$ cat src/rtl/pld_pkg.sv
package pld_pkg;
  typedef enum logic [1:0] {
    GR_GOOD = 2'd0,
    GR_MID  = 2'd1,
    GR_BAD  = 2'd2
  } grade_t;
endpackage

$ cat src/rtl/pld_phase_meter.sv
module pld_phase_meter #(
  parameter int TIMEOUT = 32,
  localparam int CW = $clog2(TIMEOUT + 1)
) (
  input  logic          clk,
  input  logic          rst,
  input  logic          ref_edge,
  input  logic          fb_edge,
  output logic          meas_valid,
  output logic [CW-1:0] meas_err,
  output logic          meas_fault
);
  localparam logic [CW-1:0] TMO = CW'(TIMEOUT);

  logic          waiting;
  logic          lead_ref;
  logic [CW-1:0] cnt;
  logic          partner_hit;
  logic          leader_again;

  always_comb begin
    partner_hit  = lead_ref ? fb_edge  : ref_edge;
    leader_again = lead_ref ? ref_edge : fb_edge;
  end

  always_ff @(posedge clk) begin
    if (rst) begin
      waiting    <= 1'b0;
      lead_ref   <= 1'b0;
      cnt        <= '0;
      meas_valid <= 1'b0;
      meas_err   <= '0;
      meas_fault <= 1'b0;
    end else begin
      meas_valid <= 1'b0;
      meas_fault <= 1'b0;
      if (!waiting) begin
        if (ref_edge && fb_edge) begin
          meas_valid <= 1'b1;
          meas_err   <= '0;
        end else if (ref_edge || fb_edge) begin
          waiting  <= 1'b1;
          lead_ref <= ref_edge;
          cnt      <= CW'(1);
        end
      end else if (partner_hit) begin
        meas_valid <= 1'b1;
        meas_err   <= cnt;
        waiting    <= 1'b0;
      end else if (leader_again || cnt == TMO) begin
        meas_valid <= 1'b1;
        meas_fault <= 1'b1;
        meas_err   <= cnt;
        waiting    <= 1'b0;
      end else begin
        cnt <= cnt + CW'(1);
      end
    end
  end

  // a pending pair that reaches the timeout is closed as a fault
  p_timeout_fault_r8: assert property (@(posedge clk) disable iff (rst)
    (waiting && cnt == TMO && !ref_edge && !fb_edge) |=> (meas_valid && meas_fault));

  // a measured error never exceeds the timeout window
  p_err_bound_r2: assert property (@(posedge clk) disable iff (rst)
    meas_valid |-> (meas_err <= TMO));

  // a repeated leader with no partner ends the pair as a fault
  p_repeat_fault_r9: assert property (@(posedge clk) disable iff (rst)
    (waiting && leader_again && !partner_hit) |=> (meas_valid && meas_fault && !waiting));
endmodule

$ cat src/rtl/pld_grader.sv
module pld_grader
  import pld_pkg::*;
#(
  parameter int LOCK_THR   = 4,
  parameter int UNLOCK_THR = 6,
  parameter int CW         = 6
) (
  input  logic [CW-1:0] err,
  input  logic          fault,
  output grade_t        grade
);
  localparam logic [CW-1:0] LK = CW'(LOCK_THR);
  localparam logic [CW-1:0] UL = CW'(UNLOCK_THR);

  always_comb begin
    if (fault || err > UL) grade = GR_BAD;
    else if (err < LK)     grade = GR_GOOD;
    else                   grade = GR_MID;
  end
endmodule

$ cat src/rtl/pld_lock_ctrl.sv
module pld_lock_ctrl
  import pld_pkg::*;
#(
  parameter int GOOD_LO = 3,
  parameter int GOOD_HI = 5,
  localparam int GW = $clog2(GOOD_HI + 1)
) (
  input  logic   clk,
  input  logic   rst,
  input  logic   meas_valid,
  input  grade_t grade,
  input  logic   precise,
  output logic   locked
);
  logic [GW-1:0] good_cnt;
  logic [GW:0]   cnt_next;
  logic [GW:0]   need;

  always_comb begin
    cnt_next = {1'b0, good_cnt} + (GW+1)'(1);
    need     = precise ? (GW+1)'(GOOD_HI) : (GW+1)'(GOOD_LO);
  end

  always_ff @(posedge clk) begin
    if (rst) begin
      locked   <= 1'b0;
      good_cnt <= '0;
    end else if (meas_valid) begin
      if (locked) begin
        if (grade == GR_BAD) begin
          locked   <= 1'b0;
          good_cnt <= '0;
        end
      end else if (grade == GR_GOOD) begin
        if (cnt_next >= need) begin
          locked   <= 1'b1;
          good_cnt <= '0;
        end else begin
          good_cnt <= cnt_next[GW-1:0];
        end
      end else begin
        good_cnt <= '0;
      end
    end
  end

  // reset clears flag and run
  p_reset_clear_r1: assert property (@(posedge clk)
    rst |=> (!locked && good_cnt == '0));

  // lock rises only on a good measurement
  p_rise_on_good_r3: assert property (@(posedge clk) disable iff (rst)
    $rose(locked) |-> $past(meas_valid && grade == GR_GOOD));

  // lock falls only on a bad measurement
  p_fall_on_bad_r6: assert property (@(posedge clk) disable iff (rst)
    $fell(locked) |-> $past(meas_valid && grade == GR_BAD));

  // a non-bad measurement keeps a held lock
  p_hold_mid_r7: assert property (@(posedge clk) disable iff (rst)
    (locked && meas_valid && grade != GR_BAD) |=> locked);

  // the run never reaches the high-precision target while counting
  p_run_bound_r4: assert property (@(posedge clk) disable iff (rst)
    good_cnt < GW'(GOOD_HI));
endmodule

$ cat src/rtl/pll_lock_detector.sv
module pll_lock_detector
  import pld_pkg::*;
#(
  parameter int LOCK_THR   = 4,
  parameter int UNLOCK_THR = 6,
  parameter int TIMEOUT    = 32,
  parameter int GOOD_LO    = 3,
  parameter int GOOD_HI    = 5
) (
  input  logic clk,
  input  logic rst,
  input  logic ref_edge,
  input  logic fb_edge,
  input  logic precise,
  output logic locked
);
  localparam int CW = $clog2(TIMEOUT + 1);

  logic          meas_valid;
  logic [CW-1:0] meas_err;
  logic          meas_fault;
  grade_t        grade;

  pld_phase_meter #(.TIMEOUT(TIMEOUT)) u_meter (
    .clk(clk), .rst(rst), .ref_edge(ref_edge), .fb_edge(fb_edge),
    .meas_valid(meas_valid), .meas_err(meas_err), .meas_fault(meas_fault)
  );

  pld_grader #(.LOCK_THR(LOCK_THR), .UNLOCK_THR(UNLOCK_THR), .CW(CW)) u_grade (
    .err(meas_err), .fault(meas_fault), .grade(grade)
  );

  pld_lock_ctrl #(.GOOD_LO(GOOD_LO), .GOOD_HI(GOOD_HI)) u_ctrl (
    .clk(clk), .rst(rst), .meas_valid(meas_valid), .grade(grade),
    .precise(precise), .locked(locked)
  );
endmodule

$ cat config.mk
export PLATFORM = sky130hd
export DESIGN_NAME = pll_lock_detector
export DESIGN_NICKNAME = d
export VERILOG_FILES = /design/src/rtl/pld_pkg.sv /design/src/rtl/pld_phase_meter.sv /design/src/rtl/pld_grader.sv /design/src/rtl/pld_lock_ctrl.sv /design/src/rtl/pll_lock_detector.sv
export SDC_FILE = /design/constraint.sdc
export NUM_CORES = 1
export LEC_CHECK = 0
export BUFFER_PORTS_ARGS = -buffer_cell sky130_fd_sc_hd__clkbuf_2
export CAP_MARGIN = 5
export CELL_PAD_IN_SITES_DETAIL_PLACEMENT = 0
export CELL_PAD_IN_SITES_GLOBAL_PLACEMENT = 1
export CORE_MARGIN = 3
export CORE_UTILIZATION = 40
export CTS_CLUSTER_DIAMETER = 30
export DETAILED_ROUTE_END_ITERATION = 10
export PLACE_DENSITY = 0.79
export SYNTH_ARGS = -nofsm -noshare
export SYNTH_HDL_FRONTEND = slang
export SYNTH_HIERARCHICAL = 1
export SYNTH_SLANG_ARGS = --single-unit
$ cat constraint.sdc
create_clock -name clk -period 1.55 [get_ports clk]
set_input_delay 0.0775 -clock clk [delete_from_list [all_inputs] [get_ports clk]]
set_output_delay 0.0775 -clock clk [all_outputs]
set_load 0.02 [all_outputs]
Yosys cells after proc, flatten, opt, wreduce, memory -nomap -nowiden
Cells that the tools add are included.

Latch bits: 0. Bits in writable memories: 0. Memories kept: 0. Input port bits: 5. Output and inout port bits: 1. Register bits after elaboration: 20. Word-level logic and storage cells: 65. Memory bits (read-only): 0.

Magnitude comparators: 3. Shifts and indexed selects: 0. Divide/modulo/power cells: 0. Reductions and logical operators: 12. Bitwise operators: 2. Multipliers: 0. Multiplexer cells: 31. Eq/ne operators: 7. $add $sub $neg: 2.

Operator list (count): 6-bit 2-to-1 mux (9); 1-bit 2-to-1 mux (16); 3-bit 2-to-1 mux (5); 6-bit by 1-bit adder with 6-bit output, second input constant (1); 6-bit == test, second input constant (1); 6-bit by 3-bit greater-than comparator with 1-bit output, second input constant (1); 6-bit by 3-bit < comparator with 1-bit output, second input constant (1); 2-bit inequality test, second input constant (3); 3-bit by 1-bit adder with 4-bit output, second input constant (1); 4-bit greater-or-equal comparator (1); 2-bit AND reduction (2); 4-bit AND reduction (1); 2-bit nonzero test (2); 1-bit logical OR (3); 3-bit inequality test, second input constant (1); 3-bit AND reduction (1); 3-bit OR reduction (1); 2-bit == test, second input constant (1); 2-bit logical NOT (1); 2-bit 2-to-1 mux (1); 2-bit by 1-bit inequality test with 1-bit output, second input constant (1); 1-bit NOT (2); 1-bit logical AND (1).

Logic depth before layout (Yosys ltp)
Depth in word-level cells: 6. Mapped depth: 6. Gate-level depth less buffers: 6.

Modules after synthesis
The synthesis kept the hierarchy.

By module, submodules not included: pld_phase_meter (cells each 82, area an instance 763.2 sq um, seq. area each 320.3 sq um, instances 1); pld_lock_ctrl (cells each 30, area an instance 257.7 sq um, seq. area each 80.1 sq um, instances 1); pld_grader (cells each 5, area an instance 31.3 sq um, seq. area each 0.0 sq um, instances 1).

Worst setup path after synthesis
No wires, ideal clock.

Kind: reg-to-reg. From: register u_meter.cnt[0]. To: register u_meter.cnt[5]. Library setup time: 0.120 ns. Clock period less this slack: 1.641 ns. Setup slack: -0.091 ns. Buffers on the path: 0. Required time: 1.430 ns. Stages on the path, launching flop included: 7. Arrival time: 1.522 ns. Cell sequence: dfxtp_1 inv_1 ha_1 or4b_4 o21ai_4 nor4_1 a211o_1.

Longest elaborated chain between the ends: 4. Elaborated cells on any way between the ends: 8. Classes of those cells: 1 x add/sub; 2 x eq/ne; 3 x mux; 2 x reduce/logical.

RTL lines: from (decl) (line pld_phase_meter.sv:17) `logic [CW-1:0] cnt;`; from (signal assigned) (line pld_phase_meter.sv:56) `cnt <= cnt + CW'(1);`; 6-bit by 1-bit adder with 6-bit output or 6-bit == test (tied branches) (line pld_phase_meter.sv:56, pld_phase_meter.sv:50); 6-bit 2-to-1 mux or 1-bit logical OR (tied branches) (line pld_phase_meter.sv:50) `end else if (leader_again || cnt == TMO) begin`; 6-bit 2-to-1 mux or 2-bit inequality test (tied branches); 6-bit 2-to-1 mux or 4-bit AND reduction (tied branches).

Parallel ways exist; a longest one is shown, timed or not. The select of a mux whose other input is x is not followed. A chain may end at the register's enable or synchronous reset.

Worst setup path in the final report
Same ends and word-level chain as after synthesis.

==> metrics <==
Critical Path Source u_meter/cnt[0]; Worst path max stage delay 0.47 ns; commonest non-fill, non-tap cell in the layout dfxtp_1; Vias a little over 900; share of cells above drive strength 1 between 30% and 40%; largest net degree at the start of global routing 20; clock buffer count from CTS 3; drt pass-1 iters 4; Ports 6; hold buffers post-CTS 0; CP startpoint kind flip-flop; Synth cell types 43; IR Drop Worst-Case VDD 0.000806 V; initial antenna violation count 0; Synth Net Count ~130; Starting Density 44.6%; area of the die 0.00328 mm2; Slew @ Worst Pin between 0.4 and 0.5 ns; Buffers & Inverters on Critical Path 1; drt wl/cell about 14 um; Seq/Total Area, Yosys around two fifths; final WL about 2300 um; Sink Count 20; Critical Path End Type flip-flop; Final Max Slew Viols 0; first-pass GRT wire length just under 4000 um; hold_sp ref_edge; row count 17; number of global-route vias before repair approximately 900; failing checks setup timing; Antenna Nets Post-Route 0; number of synthesized flops with an enable pin 0; Crit path max-delay family simple AND/OR/NAND/NOR gates; reg2reg start u_meter/cnt[0]; status finished with violations; critical path's slowest cell or4b_4; routability congestion estimate from global placement just under 0.8; Setup TNS -1.14 ns; gr ovfl total 0; Die W between 50 and 60 um; Fin Clk Skew 0.00579 ns; htree depth 1; static leakage about 0.52 nW; via/cell ratio between 5 and 6; total track usage about 15%; period utilization 111%; Crit path arrival time around 1.9 ns; Hold Crit Class input port to flip-flop; mapped cell area 0.00105 mm2; Net Sw Frac between 20% and 30%; Comb power frac approximately 18%; DRC 0; port buffer count 5; FILL cells 225; Pwr Density ~740 mW/mm2; nets ~150; Max Fclk between 500 and 600 MHz; CP Cell Sequence inv_2 -> ha_4 -> or4b_4 -> o21ai_4 -> nor4_1 -> a211o_1; area of the multi-input gates about 640 um2; worst setup margin -0.172 ns; Flop pwr share between 50 and 60%; internal power 0.692 mW; Reg clk slew, reported paths 0.11 ns; crit path kind flip-flop to flip-flop; hold slack a little over 0.05 ns; Synth area leaders dfxtp_1 (38%), ha_1 (7.1%), nand3_1 (4.3%), inv_1 (4.3%), a22o_1 (4.2%); Clk pwr share between 20% and 30%; CTS tree done; Final Hold Viols 0; worst rel slew slack between 70% and 80%; CP max FO 5; post-synth top area share between 30% and 40%; register area 407 um2; Core Box Area between 0.002 and 0.0025 mm2; diode count 0; Avg Cell Area, Syn between 8 and 9 um2; Die Span Y between 50 and 60 um; Synth area leader dfxtp_1; total power about 0.95 mW; Clock Latency Late Sink 0.30 ns; synthesized flop and latch total 20; NetSw 0.257 mW; yosys warns 6; ys async rst share 0%; Final HPWL DP between 1500 and 2000 um; min cycle time layout between 1.5 and 2 ns; Syn Inst Count between 100 and 150; Clock Path Buffers 2; commonest non-fill, non-tap cells in the layout dfxtp_1 (17), buf_4 (13), inv_1 (10); RSZ-0062 raised after global routing true; max-cap violations 0; P&R area growth vs syn 21.2%; Iter 0 DRT Violations 28; Clk Tree Root Cell clkbuf_4; Synth Flop Type dfxtp_1; Data required, critical path around 1.7 ns; endpoints failing setup 13
-- routing by layer --
metal / vias up / wire length, um / GRT usage [%]
met5: - / 0 / 0
met1: 427 / 1180 / 21.3
li1: 471 / - / -
met2: 7 / 1070 / 22.8
met3: 2 / 70 / 4.75
met4: 0 / 14 / 4.97
-- final timing paths --
path                                    endpoint  depth (start not counted)  slack [ns]
worst min-delay path            u_meter/lead_ref                          3        0.05
worst max-delay path              u_meter/cnt[5]                          6       -0.17
worst min register to register  u_meter/lead_ref                          2        0.50
worst max register to register    u_meter/cnt[5]                          6       -0.17
-- what timing repair did --
action                                  CTS  global route
hold endpoints to repair                  0             0
buffers inserted                          2             0
endpoints found under the setup margin   13            19
pin swaps                                 0             0
resized for setup                         2            12
-- power groups by stage --
stage,Sequential (mW),Combinational (mW),Clock (mW)
floorplan,0.554,0.0962,0
global placement,0.551,0.147,0
detailed placement,0.552,0.150,0
CTS,0.540,0.155,0.250
global route,0.542,0.185,0.267
finish,0.541,0.168,0.240
-- sequential cells by signal, indices dropped and copies added, names as in the netlist --
| name | count |
|---|---|
| u_meter/cnt | 6 |
| u_meter/meas_err | 6 |
| u_meter/meas_valid | 1 |
| u_ctrl/locked | 1 |
| u_ctrl/good_cnt | 3 |
| u_meter/meas_fault | 1 |
| u_meter/lead_ref | 1 |
| u_meter/waiting | 1 |
-- worst reg2reg max path, delay by kind of cell (launching register included) --
kind | cells | cell delay [ns]
AO/OA/AOI/OAI | 2 | 0.52
adder cells (fa/ha/maj) | 1 | 0.13
buffers and inverters | 1 | 0.06
flip-flops | 1 | 0.34
AND/OR/NAND/NOR | 2 | 0.56
-- kinds of logic after synthesis --
logic type	Yosys count	share of synthesized area, %
simple gates	41	22.8
xor+xnor	1	0.832
fa+ha+maj	6	7.13
mux	1	0.951
compound gates	34	25.1
flops	20	38.0
buf+inv	14	5.11
-- synthesized netlist by cell type, types with 2 or more instances --
library cell / count
a22o_1: 5
a211oi_1: 2
a21oi_1: 8
a211oi_2: 2
nor4_1: 3
nand3_1: 9
nand2_1: 8
nor2_1: 5
ha_1: 6
or3_1: 2
nor3_1: 3
o22ai_1: 2
dfxtp_1: 20
inv_1: 12
a31oi_1: 2
-- final cells by class --
cell class	count	share of cell area, %
inverters	12	3.53
well taps	28	2.75
clock buffers	3	1.77
flip-flops and latches	20	31.9
repair buffers	18	9.62
multi-input cells	83	50.4
-- through the flow --
stage | utilization [%] | cell area [um2] | std cells | worst slack (ns)
after floorplan | - | 1050 | 117 | -0.0912
after global placement | 50.2 | 1190 | 159 | -0.0747
after detailed placement | 50.2 | 1190 | 159 | -0.106
after CTS | 52.1 | 1230 | 164 | -0.130
after global routing | 54.0 | 1270 | 164 | -0.227
final | 54.0 | 1270 | 164 | -0.172
(Power assumes the default switching activity.)
